File: config.mk
export PLATFORM = sky130hd
export DESIGN_NAME = pfm_burst_ctrl
export DESIGN_NICKNAME = d
export VERILOG_FILES = /design/src/rtl/pfm_pkg.sv /design/src/rtl/pfm_burst_gate.sv /design/src/rtl/pfm_pulse_seq.sv /design/src/rtl/pfm_switch_map.sv /design/src/rtl/pfm_burst_ctrl.sv
export SDC_FILE = /design/constraint.sdc
export NUM_CORES = 1
export LEC_CHECK = 0
export ABC_AREA = 1
export BUFFER_PORTS_ARGS = -buffer_cell sky130_fd_sc_hd__buf_2
export CAP_MARGIN = 20
export CORE_AREA = 2 2 39 41
export CTS_CLUSTER_DIAMETER = 100
export CTS_CLUSTER_SIZE = 16
export DETAILED_ROUTE_END_ITERATION = 10
export DIE_AREA = 0 0 41 43
export GPL_ROUTABILITY_DRIVEN = 0
export PLACE_DENSITY = 0.62
export SLEW_MARGIN = 20
export SYNTH_ARGS = -nofsm -noshare
export SYNTH_HDL_FRONTEND = slang
export SYNTH_HIERARCHICAL = 1
export SYNTH_SLANG_ARGS = --single-unit
export TNS_END_PERCENT = 100
File: constraint.sdc
create_clock -name clk -period 4 [get_ports clk]
set_clock_uncertainty 0.1 [all_clocks]
set_input_delay 0.2 -clock clk [delete_from_list [all_inputs] [get_ports clk]]
set_output_delay 0.2 -clock clk [all_outputs]
set_load 0.1 [all_outputs]
File: src/rtl/pfm_pkg.sv
package pfm_pkg;

  typedef enum logic [2:0] {
    PH_IDLE,
    PH_ENERGIZE,
    PH_GAP,
    PH_DEMAG,
    PH_TAIL
  } phase_e;

  // Gate pattern {a, b, c, d} for a latched mode and a pulse phase.
  function automatic logic [3:0] bridge_gates(input logic boost, input phase_e ph);
    logic [3:0] g;
    g = 4'b0000;
    if (boost) begin
      if (ph == PH_ENERGIZE) g = 4'b1010;
      if (ph == PH_DEMAG)    g = 4'b0101;
    end else begin
      g[0] = 1'b1;
      if (ph == PH_ENERGIZE) g[3] = 1'b1;
      if (ph == PH_DEMAG)    g[2] = 1'b1;
    end
    return g;
  endfunction

  // Counter preload giving a dead-time window of dt clocks.
  function automatic int unsigned gap_preload(input int unsigned dt);
    return (dt > 0) ? dt - 1 : 0;
  endfunction

endpackage

File: src/rtl/pfm_burst_gate.sv
module pfm_burst_gate (
  input  logic clk,
  input  logic rst_n,
  input  logic at_boundary,
  input  logic vout_high,
  input  logic vout_low,
  output logic burst_active,
  output logic burst_done,
  output logic pulse_go
);

  logic stop_now;
  logic start_now;

  assign start_now = at_boundary && !burst_active && vout_low;
  assign stop_now  = at_boundary && burst_active && vout_high;
  assign pulse_go  = at_boundary && burst_active && !vout_high;

  always_ff @(posedge clk or negedge rst_n) begin
    if (!rst_n) begin
      burst_active <= 1'b0;
      burst_done   <= 1'b0;
    end else begin
      burst_done <= stop_now;
      if (start_now)     burst_active <= 1'b1;
      else if (stop_now) burst_active <= 1'b0;
    end
  end

  assert_burst_done_R10: assert property (@(posedge clk) disable iff (!rst_n)
    burst_done |-> !burst_active && $past(vout_high));

  assert_burst_start_R2: assert property (@(posedge clk) disable iff (!rst_n)
    $rose(burst_active) |-> $past(vout_low));

endmodule

File: src/rtl/pfm_pulse_seq.sv
module pfm_pulse_seq
  import pfm_pkg::*;
#(
  parameter int unsigned DT_CYC = 2
) (
  input  logic   clk,
  input  logic   rst_n,
  input  logic   mode_boost,
  input  logic   ipk_hit,
  input  logic   izero,
  input  logic   pulse_go,
  output phase_e phase_q,
  output logic   mode_q,
  output logic   at_boundary,
  output logic   pulse_done
);

  localparam int unsigned CW = (DT_CYC < 2) ? 1 : $clog2(DT_CYC);
  localparam logic [CW-1:0] GAP_LOAD = CW'(gap_preload(DT_CYC));

  logic [CW-1:0] gap_cnt;
  logic          gap_over;
  logic          mode_diff;

  assign gap_over    = (gap_cnt == '0);
  assign mode_diff   = (mode_boost != mode_q);
  assign at_boundary = (phase_q == PH_IDLE) && !mode_diff;

  always_ff @(posedge clk or negedge rst_n) begin
    if (!rst_n) begin
      phase_q    <= PH_IDLE;
      mode_q     <= 1'b1;
      gap_cnt    <= '0;
      pulse_done <= 1'b0;
    end else begin
      pulse_done <= 1'b0;
      unique case (phase_q)
        PH_IDLE: begin
          if (mode_diff) begin
            mode_q  <= mode_boost;
            gap_cnt <= GAP_LOAD;
            phase_q <= PH_TAIL;
          end else if (pulse_go) begin
            phase_q <= PH_ENERGIZE;
          end
        end
        PH_ENERGIZE: begin
          if (ipk_hit) begin
            gap_cnt <= GAP_LOAD;
            phase_q <= PH_GAP;
          end
        end
        PH_GAP: begin
          if (gap_over) phase_q <= PH_DEMAG;
          else          gap_cnt <= gap_cnt - 1'b1;
        end
        PH_DEMAG: begin
          if (izero) begin
            gap_cnt    <= GAP_LOAD;
            pulse_done <= 1'b1;
            phase_q    <= PH_TAIL;
          end
        end
        PH_TAIL: begin
          if (gap_over) phase_q <= PH_IDLE;
          else          gap_cnt <= gap_cnt - 1'b1;
        end
        default: phase_q <= PH_IDLE;
      endcase
    end
  end

  assert_mode_hold_R11: assert property (@(posedge clk) disable iff (!rst_n)
    (phase_q inside {PH_ENERGIZE, PH_GAP, PH_DEMAG}) |=> $stable(mode_q));

  assert_peak_gap_R4: assert property (@(posedge clk) disable iff (!rst_n)
    (phase_q == PH_ENERGIZE && ipk_hit) |=> (phase_q == PH_GAP));

  assert_pulse_strobe_R8: assert property (@(posedge clk) disable iff (!rst_n)
    pulse_done |-> (phase_q == PH_TAIL) && ($past(phase_q) == PH_DEMAG));

  assert_strobe_single_R8: assert property (@(posedge clk) disable iff (!rst_n)
    pulse_done |=> !pulse_done);

endmodule

File: src/rtl/pfm_switch_map.sv
module pfm_switch_map
  import pfm_pkg::*;
(
  input  logic   clk,
  input  logic   rst_n,
  input  phase_e phase_q,
  input  logic   mode_q,
  output logic   sw_a,
  output logic   sw_b,
  output logic   sw_c,
  output logic   sw_d
);

  logic [3:0] gates;

  assign gates = bridge_gates(mode_q, phase_q);
  assign sw_a  = gates[3];
  assign sw_b  = gates[2];
  assign sw_c  = gates[1];
  assign sw_d  = gates[0];

  assert_pair_ab_R7: assert property (@(posedge clk) disable iff (!rst_n)
    !(sw_a && sw_b));

  assert_pair_cd_R7: assert property (@(posedge clk) disable iff (!rst_n)
    !(sw_c && sw_d));

  assert_dead_ab_R7: assert property (@(posedge clk) disable iff (!rst_n)
    ($fell(sw_a) |=> !sw_b) and ($fell(sw_b) |=> !sw_a));

  assert_dead_cd_R7: assert property (@(posedge clk) disable iff (!rst_n)
    ($fell(sw_c) |=> !sw_d) and ($fell(sw_d) |=> !sw_c));

endmodule

File: src/rtl/pfm_burst_ctrl.sv
module pfm_burst_ctrl
  import pfm_pkg::*;
#(
  parameter int unsigned DT_CYC = 2
) (
  input  logic clk,
  input  logic rst_n,
  input  logic mode_boost,
  input  logic ipk_hit,
  input  logic izero,
  input  logic vout_high,
  input  logic vout_low,
  output logic sw_a,
  output logic sw_b,
  output logic sw_c,
  output logic sw_d,
  output logic burst_active,
  output logic pulse_done,
  output logic burst_done
);

  phase_e phase_q;
  logic   mode_q;
  logic   at_boundary;
  logic   pulse_go;

  pfm_pulse_seq #(.DT_CYC(DT_CYC)) seq_i (
    .clk        (clk),
    .rst_n      (rst_n),
    .mode_boost (mode_boost),
    .ipk_hit    (ipk_hit),
    .izero      (izero),
    .pulse_go   (pulse_go),
    .phase_q    (phase_q),
    .mode_q     (mode_q),
    .at_boundary(at_boundary),
    .pulse_done (pulse_done)
  );

  pfm_burst_gate gate_i (
    .clk         (clk),
    .rst_n       (rst_n),
    .at_boundary (at_boundary),
    .vout_high   (vout_high),
    .vout_low    (vout_low),
    .burst_active(burst_active),
    .burst_done  (burst_done),
    .pulse_go    (pulse_go)
  );

  pfm_switch_map map_i (
    .clk    (clk),
    .rst_n  (rst_n),
    .phase_q(phase_q),
    .mode_q (mode_q),
    .sw_a   (sw_a),
    .sw_b   (sw_b),
    .sw_c   (sw_c),
    .sw_d   (sw_d)
  );

  assert_idle_open_R10: assert property (@(posedge clk) disable iff (!rst_n)
    !burst_active |-> !sw_a && !sw_b && !sw_c);

  assert_buck_hold_R3: assert property (@(posedge clk) disable iff (!rst_n)
    (burst_active && !mode_q) |-> sw_d && !sw_c);

endmodule

After elaboration in Yosys (flattened, before gate mapping)
Cells that the tools add are included.
{"block": "totals", "rom_bits": 0, "out_inout_bits": 7, "input_bits": 7, "mem_bits_rw": 0, "word_cells": 57, "latch_bits": 0, "reg_bits": 8, "n_memories": 0}
{"block": "classes", "n_addsub": 1, "multipliers": 0, "eq_ne": 11, "bitwise": 0, "reduce_logical": 16, "shifts": 0, "order_cmp": 0, "muxes": 23, "n_div": 0}
{"op": "$mux 3", "n": 6}
{"op": "$pmux 3 s5", "n": 1}
{"op": "$mux 1", "n": 12}
{"op": "$mux 4", "n": 2}
{"op": "$ne 2x2->1 const B", "n": 4}
{"op": "$eq 3x2->1 const B", "n": 2}
{"op": "$logic_and 1x1->1", "n": 6}
{"op": "$reduce_and 5->1", "n": 1}
{"op": "$pmux 1 s4", "n": 1}
{"op": "$reduce_and 4->1", "n": 1}
{"op": "$reduce_bool 4->1", "n": 1}
{"op": "$eq 3x1->1 const B", "n": 1}
{"op": "$eq 3x3->1 const B", "n": 1}
{"op": "$logic_not 1->1", "n": 3}
{"op": "$logic_not 3->1", "n": 1}
{"op": "$ne 3x1->1 const B", "n": 1}
{"op": "$mux 2", "n": 1}
{"op": "$ne 2x1->1 const B", "n": 1}
{"op": "$reduce_and 2->1", "n": 1}
{"op": "$reduce_bool 2->1", "n": 1}
{"op": "$reduce_or 2->1", "n": 1}
{"op": "$ne 1x1->1", "n": 1}
{"op": "$sub 1x1->1 const B", "n": 1}

Depth between registers and ports, before layout
{"block": "logic_depth", "word_depth": 8, "ltp_mapped": 13, "mapped_depth_nobuf": 12}

Modules after synthesis
Netlist, hierarchy kept.
{"module": "pfm_pulse_seq", "n_inst": 1, "cells_each": 61, "seq_area_each_um2": 151.4, "area_each_um2": 406.6}
{"module": "pfm_burst_gate", "n_inst": 1, "cells_each": 11, "seq_area_each_um2": 50.0, "area_each_um2": 85.1}
{"module": "pfm_switch_map", "n_inst": 1, "cells_each": 9, "seq_area_each_um2": 0.0, "area_each_um2": 43.8}

Worst setup path after synthesis
No wires, ideal clock.
{"block": "synth_timing", "path_type": "flip-flop to output port", "from": "reg seq_i.mode_q", "to": "out sw_c", "n_path_buf": 0, "path_stages_with_launch": 3, "arrival_ns": 1.381, "path_slack_ns": 2.319, "required_time_ns": 3.700, "path_cell_list": "dfstp_2 -> inv_1 -> nor2_2"}
{"block": "synth_via", "elab_chain_len": 1}
{"element": "from (decl)", "line_no": "pfm_pulse_seq.sv:13", "rtl": "output logic mode_q,"}
{"element": "from (signal assigned)", "line_no": "pfm_pulse_seq.sv:40", "rtl": "mode_q <= mode_boost;"}
{"element": "$mux 1", "line_no": "pfm_pkg.sv:15", "rtl": "if (boost) begin"}
{"element": "to (decl)", "line_no": "pfm_burst_ctrl.sv:15", "rtl": "output logic sw_c,"}
Every way passes these cells.

Worst setup path after layout
{"block": "layout_timing", "from": "reg seq_i.phase_q[1]", "to": "out sw_c"}
{"block": "layout_via", "elab_chain_len": 4, "elab_cells_between_ends": 5, "classes_between": "eq/ne: 2; mux: 3"}
{"element": "from (decl)", "line_no": "pfm_pulse_seq.sv:12", "rtl": "output phase_e phase_q,"}
{"element": "from (signal assigned)", "line_no": "pfm_pulse_seq.sv:31", "rtl": "phase_q <= PH_IDLE;"}
{"element": "from (signal assigned)", "line_no": "pfm_pulse_seq.sv:42", "rtl": "phase_q <= PH_TAIL;"}
{"element": "from (signal assigned)", "line_no": "pfm_pulse_seq.sv:44", "rtl": "phase_q <= PH_ENERGIZE;"}
{"element": "$eq 3x1->1", "line_no": "pfm_pkg.sv:16", "rtl": "if (ph == PH_ENERGIZE) g = 4'b1010;"}
{"element": "$mux 4", "line_no": "pfm_pkg.sv:16"}
{"element": "$mux 4 *", "line_no": "pfm_pkg.sv:17", "rtl": "if (ph == PH_DEMAG) g = 4'b0101;"}
{"element": "$mux 1 *", "line_no": "pfm_pkg.sv:15"}
Every way passes the cells marked *; elsewhere a longest branch is shown, timed or not.

==> impl_metrics.xml <==
<?xml version="1.0" encoding="UTF-8"?>
<metrics>
  <group name="timing">
    <metric name="clock.fmax" unit="MHz">570</metric>
    <metric name="max_slew.worst_pin.slew" unit="ns">0.485</metric>
    <metric name="timing_max_transition_violations_final" unit="">0</metric>
    <metric name="worst_hold_slack" unit="ns">0.115</metric>
    <metric name="timing.final.hold_violations" unit="">0</metric>
    <metric name="rsz0062_at_grt" unit="">no</metric>
    <metric name="remaining_max_slew_budget_at_the_tightest_pin" unit="">0.679</metric>
    <metric name="setup_failing_eps_final" unit="">0</metric>
    <metric name="fin_tns_setup" unit="ns">0</metric>
    <metric name="min_period_over_period" unit="">0.438</metric>
    <metric name="min_period" unit="ns">1.75</metric>
  </group>
  <group name="synth">
    <metric name="yosys.area.top_type_share" unit="">0.327</metric>
    <metric name="synth.area.top_cells" unit="">sky130_fd_sc_hd__dfrtp_1 (33%), sky130_fd_sc_hd__nand2_1 (14%), sky130_fd_sc_hd__nand3_1 (12%)</metric>
    <metric name="synth.area.mux_share" unit="">0</metric>
    <metric name="yosysMostFrequentCell" unit="">sky130_fd_sc_hd__nand2_1</metric>
    <metric name="synth_ff_type" unit="">sky130_fd_sc_hd__dfrtp_1</metric>
    <metric name="synth-warning-count" unit="">6</metric>
    <metric name="synth_edf_count" unit="">0</metric>
    <metric name="post_synth_fa_ha_maj_area_fraction" unit="">0</metric>
    <metric name="ys_ff_latch" unit="">8</metric>
    <metric name="synth.largest_area_cell" unit="">sky130_fd_sc_hd__dfrtp_1</metric>
    <metric name="async_flop_share" unit="">1.00</metric>
    <metric name="synth_compound_gate_area_share" unit="">0.0467</metric>
    <metric name="post_synth_instance_area" unit="sq um">536</metric>
    <metric name="postSynthCellCount" unit="">81</metric>
    <metric name="synth_area_per_cell" unit="sq um">6.61</metric>
    <metric name="synthDistinctLibCells" unit="">14</metric>
    <metric name="main_combinational_cell_family_by_area_after_synthesis" unit="">simple AND/OR/NAND/NOR gates</metric>
    <metric name="synth_simple_gate_area_share" unit="">0.423</metric>
    <metric name="yosysSeqAreaShare" unit="">0.376</metric>
    <metric name="ys_top_cells_by_count" unit="">sky130_fd_sc_hd__nand2_1 (20), sky130_fd_sc_hd__inv_1 (17), sky130_fd_sc_hd__nand3_1 (13), sky130_fd_sc_hd__dfrtp_1 (7), sky130_fd_sc_hd__nor2_1 (6)</metric>
    <metric name="yosys.area_share.xor_xnor" unit="">0</metric>
    <metric name="postSynthNetCount" unit="">88</metric>
  </group>
  <group name="worst_setup_path">
    <metric name="worstSetupPathType" unit="">reg2out</metric>
    <metric name="worstPathCellList" unit="">inv_1, nand3_2, nor2_2, buf_2</metric>
    <metric name="end_kind" unit="">output port</metric>
    <metric name="crit_fanout" unit="">10</metric>
    <metric name="cp.buffers_inverters" unit="">2</metric>
    <metric name="setup.reg_to_reg.worst_slack" unit="ns">2.34</metric>
    <metric name="timing.critical_path.max_delay_family" unit="">buffers and inverters</metric>
    <metric name="required" unit="ns">3.70</metric>
    <metric name="crit_path_arrival_time" unit="ns">1.45</metric>
    <metric name="worst_path_largest_cell_delay" unit="ns">0.48</metric>
    <metric name="launch_instance_of_the_worst_register_to_register_path" unit="">seq_i/phase_q[1]</metric>
    <metric name="cell_with_the_largest_stage_delay_on_the_worst_path" unit="">sky130_fd_sc_hd__dfrtp_1</metric>
    <metric name="worst_setup_path_start_kind" unit="">register</metric>
    <metric name="crit-reg2reg-capture" unit="">seq_i/phase_q[1]</metric>
    <metric name="worst_r2r_path_depth" unit="">12</metric>
  </group>
  <group name="die">
    <metric name="fp.dieArea" unit="sq mm">0.00176</metric>
    <metric name="fp_rows" unit="">14</metric>
    <metric name="coreArea" unit="sq mm">0.00138</metric>
    <metric name="dieHeight" unit="um">43</metric>
    <metric name="initial_core_util" unit="">0.387</metric>
    <metric name="io_pins" unit="">14</metric>
    <metric name="fp.dieW" unit="um">41</metric>
  </group>
  <group name="placed_design">
    <metric name="dp_hpwl" unit="um">863</metric>
    <metric name="portBuffers" unit="">13</metric>
  </group>
  <group name="clocking">
    <metric name="tritoncts_clock_tree" unit="">yes</metric>
    <metric name="cts.htree.levels" unit="">1</metric>
    <metric name="cts.clk_slew.worst_paths" unit="ns">0.06</metric>
    <metric name="cts_resized" unit="">0</metric>
    <metric name="clock-root-buffer" unit="">sky130_fd_sc_hd__clkbuf_4</metric>
    <metric name="clock_latency" unit="ns">0.25</metric>
    <metric name="cts.hold.buffers_added" unit="">1</metric>
    <metric name="clock_tree.buffer_depth" unit="">2</metric>
    <metric name="post_cts_buffers" unit="">0</metric>
    <metric name="cts-buffers-inserted" unit="">3</metric>
    <metric name="cts_sinks" unit="">8</metric>
  </group>
  <group name="hold_path">
    <metric name="timing.hold.worst.start" unit="">mode_boost</metric>
    <metric name="worstHoldPathCells" unit="">3</metric>
    <metric name="holdCritPathClass" unit="">in2reg</metric>
    <metric name="worstHoldEndpoint" unit="">seq_i/mode_q</metric>
  </group>
  <group name="grt">
    <metric name="largest_net_degree_at_the_start_of_global_routing" unit="">11</metric>
    <metric name="grt-ovfl-total" unit="">0</metric>
    <metric name="groute.usage.overall" unit="">0.159</metric>
    <metric name="grt_pass1_vias" unit="">454</metric>
    <metric name="wire_length_of_the_first_global_routing_pass" unit="um">1910</metric>
    <metric name="grt_antenna_before_repair" unit="">0</metric>
  </group>
  <group name="detailed_routing">
    <metric name="vias" unit="">533</metric>
    <metric name="drt_iter0_markers" unit="">12</metric>
    <metric name="wl_per_cell" unit="um">9.53</metric>
    <metric name="vias_per_cell" unit="">4.68</metric>
    <metric name="drc_violations_left" unit="">0</metric>
    <metric name="antenna_violating_nets_left" unit="">0</metric>
    <metric name="detailedRoute.firstPassIterationCount" unit="">4</metric>
    <metric name="wirelength" unit="um">1090</metric>
  </group>
  <group name="final_layout">
    <metric name="antenna-diode-count" unit="">0</metric>
    <metric name="syn_to_final_growth" unit="%">20.6</metric>
    <metric name="nets" unit="">106</metric>
    <metric name="layout-drive-gt1-share" unit="">0.276</metric>
  </group>
  <group name="status">
    <metric name="run_status" unit="">complete, no violations</metric>
  </group>
  <group name="job">
    <metric name="timing.max_cap.violations" unit="">0</metric>
  </group>
</metrics>
-- registers in the layout (all words and copies together) (netlist names) --
signal / cells
seq_i/phase_q: 3
gate_i/burst_active: 1
gate_i/burst_done: 1
seq_i/gap_cnt: 1
seq_i/mode_q: 1
seq_i/pulse_done: 1
-- through the flow --
step / utilization / area, sq um / setup WS, ns / instances
6_report: 0.467 / 646 / 2.25 / 114
5_1_grt: 0.467 / 646 / 2.14 / 114
4_1_cts: 0.467 / 646 / 2.22 / 114
3_5_place_dp: 0.440 / 609 / 2.35 / 109
3_3_place_gp: 0.440 / 609 / 2.36 / 109
2_1_floorplan: - / 536 / 2.32 / 81
-- cell type report --
type | count | area (sq um)
repair buffers | 14 | 75.1
well taps | 16 | 20.0
clock buffers | 4 | 26.3
flip-flops and latches | 8 | 201
fillers | 153 | 738
inverters | 19 | 71.3
multi-input cells | 53 | 251
-- placed cells by master (no fill, tap or decap) --
| cell type | netlist | final |
|---|---|---|
| sky130_fd_sc_hd__inv_2 | 2 | 2 |
| sky130_fd_sc_hd__nor2_1 | 6 | 6 |
| sky130_fd_sc_hd__dlygate4sd3_1 | 0 | 1 |
| sky130_fd_sc_hd__nand3_2 | 2 | 2 |
| sky130_fd_sc_hd__nand3_1 | 13 | 13 |
| sky130_fd_sc_hd__o21ai_0 | 2 | 2 |
| sky130_fd_sc_hd__dfrtp_1 | 7 | 7 |
| sky130_fd_sc_hd__clkbuf_1 | 0 | 1 |
| sky130_fd_sc_hd__buf_2 | 0 | 13 |
| sky130_fd_sc_hd__nor2_2 | 4 | 4 |
| sky130_fd_sc_hd__nand2_1 | 20 | 20 |
| sky130_fd_sc_hd__nand2_2 | 2 | 2 |
| sky130_fd_sc_hd__nand4_1 | 1 | 1 |
| sky130_fd_sc_hd__dfstp_2 | 1 | 1 |
| sky130_fd_sc_hd__o21ai_1 | 3 | 3 |
| sky130_fd_sc_hd__inv_1 | 17 | 17 |
| sky130_fd_sc_hd__clkbuf_4 | 0 | 3 |
-- metal layers --
metal	vias to the layer above	global-route usage	part of all wire	wire length, um
li1	284	-	-	-
met1	224	0.213	0.43	471
met2	23	0.216	0.49	535
met3	2	0.0890	0.070	76
met4	0	0.0467	0.0028	3
met5	-	0	0	0
-- how the worst max path moves through the flow --
stage	start	to	slack, ns	depth (start not counted)
finish	seq_i/phase_q[1]	sw_c	2.25	4
global route	seq_i/phase_q[1]	sw_c	2.14	4
CTS	seq_i/phase_q[1]	sw_c	2.22	4
detailed placement	seq_i/phase_q[0]	seq_i/phase_q[1]	2.35	12
global placement	seq_i/phase_q[1]	seq_i/phase_q[1]	2.36	12
floorplan	seq_i/mode_q	sw_c	2.32	2
-- worst register-to-register path: stages (launching register included) --
cell                      delay [ns]
sky130_fd_sc_hd__dfrtp_1        0.48
sky130_fd_sc_hd__nor2_2         0.16
sky130_fd_sc_hd__nand2_2        0.09
sky130_fd_sc_hd__inv_2          0.08
sky130_fd_sc_hd__nand2_2        0.07
sky130_fd_sc_hd__inv_1          0.09
sky130_fd_sc_hd__nand2_1        0.05
sky130_fd_sc_hd__nor2_1         0.08
sky130_fd_sc_hd__inv_1          0.05
sky130_fd_sc_hd__nand3_2        0.10
sky130_fd_sc_hd__nand3_1        0.08
sky130_fd_sc_hd__nand2_1        0.06
sky130_fd_sc_hd__nand2_1        0.05
-- logic make-up after synthesis --
| kind of cell | Yosys count |
|---|---|
| simple gates | 48 |
| buf+inv | 20 |
| flops | 8 |
| compound gates | 5 |
Power is left out: the tool's default activity adds up to more than one toggle a clock period on the data nets, which glitch-free logic cannot reach.
